<file path="config.mk">
export PLATFORM = sky130hd
export DESIGN_NAME = dbg_mailbox
export DESIGN_NICKNAME = d
export VERILOG_FILES = /design/src/rtl/dbgmb_pkg.sv /design/src/rtl/dbgmb_route.sv /design/src/rtl/dbgmb_store.sv /design/src/rtl/dbgmb_plain.sv /design/src/rtl/dbg_mailbox.sv
export SDC_FILE = /design/constraint.sdc
export NUM_CORES = 1
export LEC_CHECK = 0
export BUFFER_PORTS_ARGS = -buffer_cell sky130_fd_sc_hd__buf_2
export CORE_MARGIN = 2
export CORE_UTILIZATION = 49
export DETAILED_ROUTE_END_ITERATION = 7
export PLACE_DENSITY = 0.79
export SLEW_MARGIN = 10
export SYNTH_ARGS = -nofsm -noshare
export SYNTH_HDL_FRONTEND = slang
export SYNTH_SLANG_ARGS = --single-unit
</file>
<file path="constraint.sdc">
create_clock -name clk -period 1.7 [get_ports clk]
set_input_delay 0.085 -clock clk [delete_from_list [all_inputs] [get_ports clk]]
set_output_delay 0.085 -clock clk [all_outputs]
set_load 0.02 [all_outputs]
</file>
<file path="src/rtl/dbgmb_pkg.sv">
package dbgmb_pkg;

    // Default geometry of the block
    localparam int DEF_DATA_W    = 8;
    localparam int DEF_ADDR_W    = 6;
    localparam int DEF_MBOX_ADDR = 'h31;

    // Where a CPU access at the decoded address lands
    typedef enum logic [1:0] {
        TGT_NONE  = 2'd0,
        TGT_MBOX  = 2'd1,
        TGT_PLAIN = 2'd2
    } tgt_e;

    // Per-cycle strobes after decode
    typedef struct packed {
        logic mbox_wr;
        logic mbox_rd;
        logic plain_wr;
        logic plain_rd;
    } strobe_t;

    function automatic strobe_t make_strobes(tgt_e tgt, logic wr, logic rd);
        strobe_t s;
        s.mbox_wr  = wr && (tgt == TGT_MBOX);
        s.mbox_rd  = rd && (tgt == TGT_MBOX);
        s.plain_wr = wr && (tgt == TGT_PLAIN);
        s.plain_rd = rd && (tgt == TGT_PLAIN);
        return s;
    endfunction

endpackage

</file>
<file path="src/rtl/dbgmb_route.sv">
module dbgmb_route
    import dbgmb_pkg::*;
#(
    parameter int ADDR_W    = DEF_ADDR_W,
    parameter int MBOX_ADDR = DEF_MBOX_ADDR,
    parameter bit SHARED    = 1'b1
) (
    input  logic [ADDR_W-1:0] addr,
    input  logic              fuse_en,
    input  logic              acc_en,
    output tgt_e              tgt
);
    localparam logic [ADDR_W-1:0] HIT_ADDR = ADDR_W'(MBOX_ADDR);

    logic hit;
    assign hit = (addr == HIT_ADDR);

    generate
        if (SHARED) begin : g_shared
            always_comb begin
                if (!hit)                  tgt = TGT_NONE;
                else if (fuse_en && acc_en) tgt = TGT_MBOX;
                else                       tgt = TGT_PLAIN;
            end
        end else begin : g_private
            logic unused_en;
            assign unused_en = fuse_en ^ acc_en;
            always_comb tgt = hit ? TGT_MBOX : TGT_NONE;
        end
    endgenerate
endmodule

</file>
<file path="src/rtl/dbgmb_store.sv">
module dbgmb_store #(
    parameter int DATA_W = 8
) (
    input  logic              clk,
    input  logic              rst,
    input  logic              wr_en,
    input  logic [DATA_W-1:0] wdata,
    input  logic              clr,
    output logic [DATA_W-1:0] q,
    output logic              dirty
);
    always_ff @(posedge clk) begin
        if (rst) begin
            q     <= '0;
            dirty <= 1'b0;
        end else begin
            if (wr_en) begin
                q     <= wdata;
                dirty <= 1'b1;      // a write outranks a same-cycle clear
            end else if (clr) begin
                dirty <= 1'b0;
            end
        end
    end
endmodule

</file>
<file path="src/rtl/dbgmb_plain.sv">
module dbgmb_plain #(
    parameter int DATA_W = 8
) (
    input  logic              clk,
    input  logic              rst,
    input  logic              wr_en,
    input  logic [DATA_W-1:0] wdata,
    output logic [DATA_W-1:0] q
);
    always_ff @(posedge clk) begin
        if (rst)        q <= '0;
        else if (wr_en) q <= wdata;
    end
endmodule

</file>
<file path="src/rtl/dbg_mailbox.sv">
module dbg_mailbox
    import dbgmb_pkg::*;
#(
    parameter int DATA_W    = DEF_DATA_W,
    parameter int ADDR_W    = DEF_ADDR_W,
    parameter int MBOX_ADDR = DEF_MBOX_ADDR,
    parameter bit SHARED    = 1'b1
) (
    input  logic              clk,
    input  logic              rst,
    input  logic [ADDR_W-1:0] cpu_addr,
    input  logic              cpu_wr,
    input  logic              cpu_rd,
    input  logic [DATA_W-1:0] cpu_wdata,
    output logic [DATA_W-1:0] cpu_rdata,
    input  logic              fuse_dbg_en,
    input  logic              dbg_access_en,
    input  logic              dbg_rd,
    output logic [DATA_W-1:0] dbg_data,
    output logic              dbg_dirty
);
    localparam int LOW_W = DATA_W - 1;

    tgt_e              tgt;
    strobe_t           stb;
    logic [DATA_W-1:0] mbox_q;
    logic              mbox_dirty;
    logic [DATA_W-1:0] plain_q;
    logic [DATA_W-1:0] mbox_view;

    dbgmb_route #(
        .ADDR_W    (ADDR_W),
        .MBOX_ADDR (MBOX_ADDR),
        .SHARED    (SHARED)
    ) u_route (
        .addr    (cpu_addr),
        .fuse_en (fuse_dbg_en),
        .acc_en  (dbg_access_en),
        .tgt     (tgt)
    );

    assign stb = make_strobes(tgt, cpu_wr, cpu_rd);

    dbgmb_store #(.DATA_W(DATA_W)) u_store (
        .clk   (clk),
        .rst   (rst),
        .wr_en (stb.mbox_wr),
        .wdata (cpu_wdata),
        .clr   (dbg_rd),
        .q     (mbox_q),
        .dirty (mbox_dirty)
    );

    generate
        if (SHARED) begin : g_plain
            dbgmb_plain #(.DATA_W(DATA_W)) u_plain (
                .clk   (clk),
                .rst   (rst),
                .wr_en (stb.plain_wr),
                .wdata (cpu_wdata),
                .q     (plain_q)
            );
        end else begin : g_noplain
            assign plain_q = '0;
        end
    endgenerate

    // CPU view: flag on top bit, stored low bits below
    assign mbox_view = {mbox_dirty, mbox_q[LOW_W-1:0]};

    always_comb begin
        unique case (1'b1)
            stb.mbox_rd:  cpu_rdata = mbox_view;
            stb.plain_rd: cpu_rdata = plain_q;
            default:      cpu_rdata = '0;
        endcase
    end

    assign dbg_data  = mbox_q;
    assign dbg_dirty = mbox_dirty;
endmodule

</file>
==> impl_summary.txt <==
----------------------------------------------------
[Logic synthesis]
  Simple-Gate Fraction of Synth Area ... 34.1%
  Fraction of the mapped netlist area in compound gates ... 5.16%
  Most area-consuming cells after synthesis ... sky130_fd_sc_hd__dfxtp_1, sky130_fd_sc_hd__mux2i_1, sky130_fd_sc_hd__nand2b_1
  Distinct cell type count after synthesis ... 15
  Area share of the leading cell type in the synthesized netlist ... 39.0%
  Post-Synthesis Cells ... 96
  Flops & latches, synth ... 17
  Asr flop ratio synth ... 0%
  Xor/xnor cell area share of the yosys netlist ... 0%
  Library cell with the highest instance count after synthesis ... sky130_fd_sc_hd__nand2b_1
  Multiplexer share of the synthesized area ... 18.3%
  Dominant cell type by area after synthesis ... sky130_fd_sc_hd__dfxtp_1
  Post-synthesis sequential area ratio ... 39.0%
  Cell area after synthesis ... 873 um2
  Synthesized-area fraction occupied by adder cells ... 0%
  Mapped Nets ... 117
  Largest family of logic cells by synthesized area ... simple AND/OR/NAND/NOR gates
  List of most frequent post-synthesis cells ... sky130_fd_sc_hd__nand2b_1, sky130_fd_sc_hd__dfxtp_1, sky130_fd_sc_hd__nand2_1
  Primary FF master, synth ... sky130_fd_sc_hd__dfxtp_1
  Warning count from the yosys run ... 0
  Synthesized area per cell ... 9.10 um2
  Count of flip-flops with a built-in enable after synthesis ... 0

[Setup path]
  Most Frequent Cell on Critical Path ... sky130_fd_sc_hd__buf_2
  Largest stage delay, worst path ... 0.36 ns
  Worst reg-to-reg setup slack ... 1.06 ns
  Critical path capture point type ... primary output
  End of the worst register-to-register path ... u_store.dirty
  Cell type of the slowest stage on the worst timing path ... sky130_fd_sc_hd__and4bb_2
  Cell-by-cell listing of the critical path ... buf_2, and4bb_2, nand4b_2, a21oi_1, buf_2
  WS Path Type ... primary input to primary output
  Category of the worst setup path launch point ... primary input
  Launch point of the worst reg-to-reg path ... u_store.dirty
  Data arrival time of the critical path ... 1.18 ns
  Worst path required time ... 1.62 ns
  Critical path peak fanout ... 8
  FF-to-FF path depth ... 2

[Final layout]
  Layout Cells excl Fill ... 158
  Number of fillers in the final layout ... 161
  Layout overhead on the synthesized area ... 24.4%
  Final antenna diode count ... 0
  Share of post-route cells with drive strength above 1 ... 33.8%
  Number of nets in the layout ... 155

[STA]
  Worst slew margin ... 76.7%
  Final-report setup violation count ... 0
  Peak Freq ... 788 MHz
  Unrepaired setup endpoints after global routing ... false
  Period minus WS final ... 1.27 ns
  Pins Over Slew Limit ... 0
  Tcrit/Tclk final ... 74.6%
  Hold violation count in the final report ... 0
  Post-Route Skew ... 0 ns
  Transition at the pin with the smallest max-transition slack ... 0.349 ns
  Sum of negative setup slack ... 0 ns

[Placement]
  Final estimated routing congestion in global placement ... 0.763
  Post-DP HPWL ... 1.31 mm
  Dpl cells ... 154
  Count of buffers from port buffering ... 37

[Power]
  P_leak ... 0.507 nW
  Psw ... 0.147 mW
  Clock power frac ... 31.2%
  Pwr dens ... 616 nW/um2
  Share of total power in combinational logic ... 9.1%
  Overall Power ... 0.669 mW
  Internal power ... 0.523 mW
  Sequential group share of total power ... 59.6%
  Switching portion of total power ... 21.9%
  VDD IR-drop max ... 508 uV

[GRT]
  Met3 layer usage reported by global route ... 3.53%
  Layer with the highest usage after global routing ... met2
  Number of global-route vias before repair ... 688
  Global-route track usage on met2 ... 30.0%
  GRT overflow ... 0
  Met1 Resource Use GR ... 23.2%
  Number of antenna violations at the first check in global routing ... 0
  Wire length of the first global-routing pass ... 2.81 mm
  Pin count of the biggest net entering global routing ... 26
  Overall fraction of global-route tracks in use ... 18.6%

[Routing]
  DRC marker count from the first detailed-route iteration ... 9
  Residual DRC count ... 0
  Via density per instance ... 4.84
  DRT antenna net count ... 0
  Post-Route WL ... 1.77 mm
  Count of vias placed by the detailed router ... 765
  Number of detailed-routing iterations run before antenna repair ... 4
  Wire per inst ... 11.2 um

[Clocking]
  Number of sinks handled by clock tree synthesis ... 17
  Clk root buf ... sky130_fd_sc_hd__clkbuf_4
  Clk buf depth ... 2
  CTS tree ... built
  Worst-path clk slew ... 0.10 ns
  Clock insertion delay at the later pin of the skew report ... 0.29 ns
  Post-CTS Setup Bufs ... 0
  H-tree levels ... 1
  Total of hold buffers inserted after clock tree synthesis ... 0
  Number of gates resized after cts ... 0
  CTS buffer count ... 3

[Min path]
  Path type of the worst min-delay path ... primary input to flip-flop
  Hold path endpoint ... g_plain.u_plain.q[6]
  Min-delay src ... cpu_wdata[6]
  Worst Hold Path Cells ... 3

[Floorplan]
  Number of core rows ... 15
  Die outline width ... 46.2 um
  DIE HEIGHT ... 46.2 um
  Area of the placeable core ... 1710 um2
  Die Footprint ... 2140 um2
  Starting utilization of the core area ... 51.1%
  Num ports ... 38

[Run]
  Maximum capacitance violations ... 0

[Status]
  Outcome ... complete, no violations

----------------------------------------------------
[power by group through the flow]
stage	clock network [mW]	registers, mW	logic [mW]
after floorplan	0	0.409	0.0344
after global placement	0	0.408	0.0602
after detailed placement	0	0.409	0.0614
after CTS	0.215	0.399	0.0617
after global routing	0.231	0.399	0.0668
final	0.209	0.399	0.0611
[how the worst max path moves through the flow]
stage,start,endpoint,slack (ns),depth (start not counted)
4_1_cts,cpu_addr[2],cpu_rdata[0],0.44,5
2_1_floorplan,cpu_addr[2],cpu_rdata[0],0.62,3
3_5_place_dp,cpu_addr[2],cpu_rdata[1],0.44,5
6_report,cpu_addr[2],cpu_rdata[4],0.43,5
5_1_grt,cpu_addr[2],cpu_rdata[0],0.36,5
3_3_place_gp,cpu_addr[2],cpu_rdata[4],0.46,5
[flip-flops by register name, indices dropped and copies added, names as in the netlist]
name and count:
g_plain.u_plain.q 8, u_store.dirty 1, u_store.q 8
[cells in the final DEF, fill, tap and decap left out, types with 3 or more instances in the layout]
| cell | Yosys | layout |
|---|---|---|
| sky130_fd_sc_hd__nand2_1 | 17 | 17 |
| sky130_fd_sc_hd__buf_2 | 0 | 37 |
| sky130_fd_sc_hd__nand2b_1 | 25 | 25 |
| sky130_fd_sc_hd__a21oi_1 | 9 | 9 |
| sky130_fd_sc_hd__dfxtp_1 | 17 | 17 |
| sky130_fd_sc_hd__clkbuf_4 | 0 | 3 |
| sky130_fd_sc_hd__mux2i_1 | 16 | 16 |
[per-stage QoR]
step                setup slack (ns)  area (um2)  hold WS, ns  utilization [%]
global placement               0.462        1060        0.360             62.1
global route                   0.364        1090       0.0735             63.6
CTS                            0.435        1090       0.0671             63.6
finish                         0.432        1090       0.0662             63.6
floorplan                      0.618         873        0.261                -
detailed placement             0.437        1060        0.375             62.1
[area by class of cell]
type                            count  area, um2  area share, %
Clock buffer                        4       26.3           2.42
Sequential cell                    17        340           31.3
Tap cell                           25       31.3           2.88
Timing Repair Buffer               37        185           17.1
Multi-Input combinational cell     75        503           46.3
[critical path: cells and delay by family]
kind | cells | cell delay (ns)
AOI/OAI and AO/OA | 1 | 0.20
and+or+nand+nor | 2 | 0.62
buffers and inverters | 2 | 0.28
[metal layers]
metal	vias up	share of wire (%)
met1	338	46
li1	394	-
met4	0	1.6
met5	-	0
met3	4	5.6
met2	29	46
[logic make-up after synthesis]
logic type | after synthesis
simple gates | 50
flops | 17
mux | 16
buf+inv | 4
compound gates | 9
No activity file was read; power rests on OpenSTA's default activity.
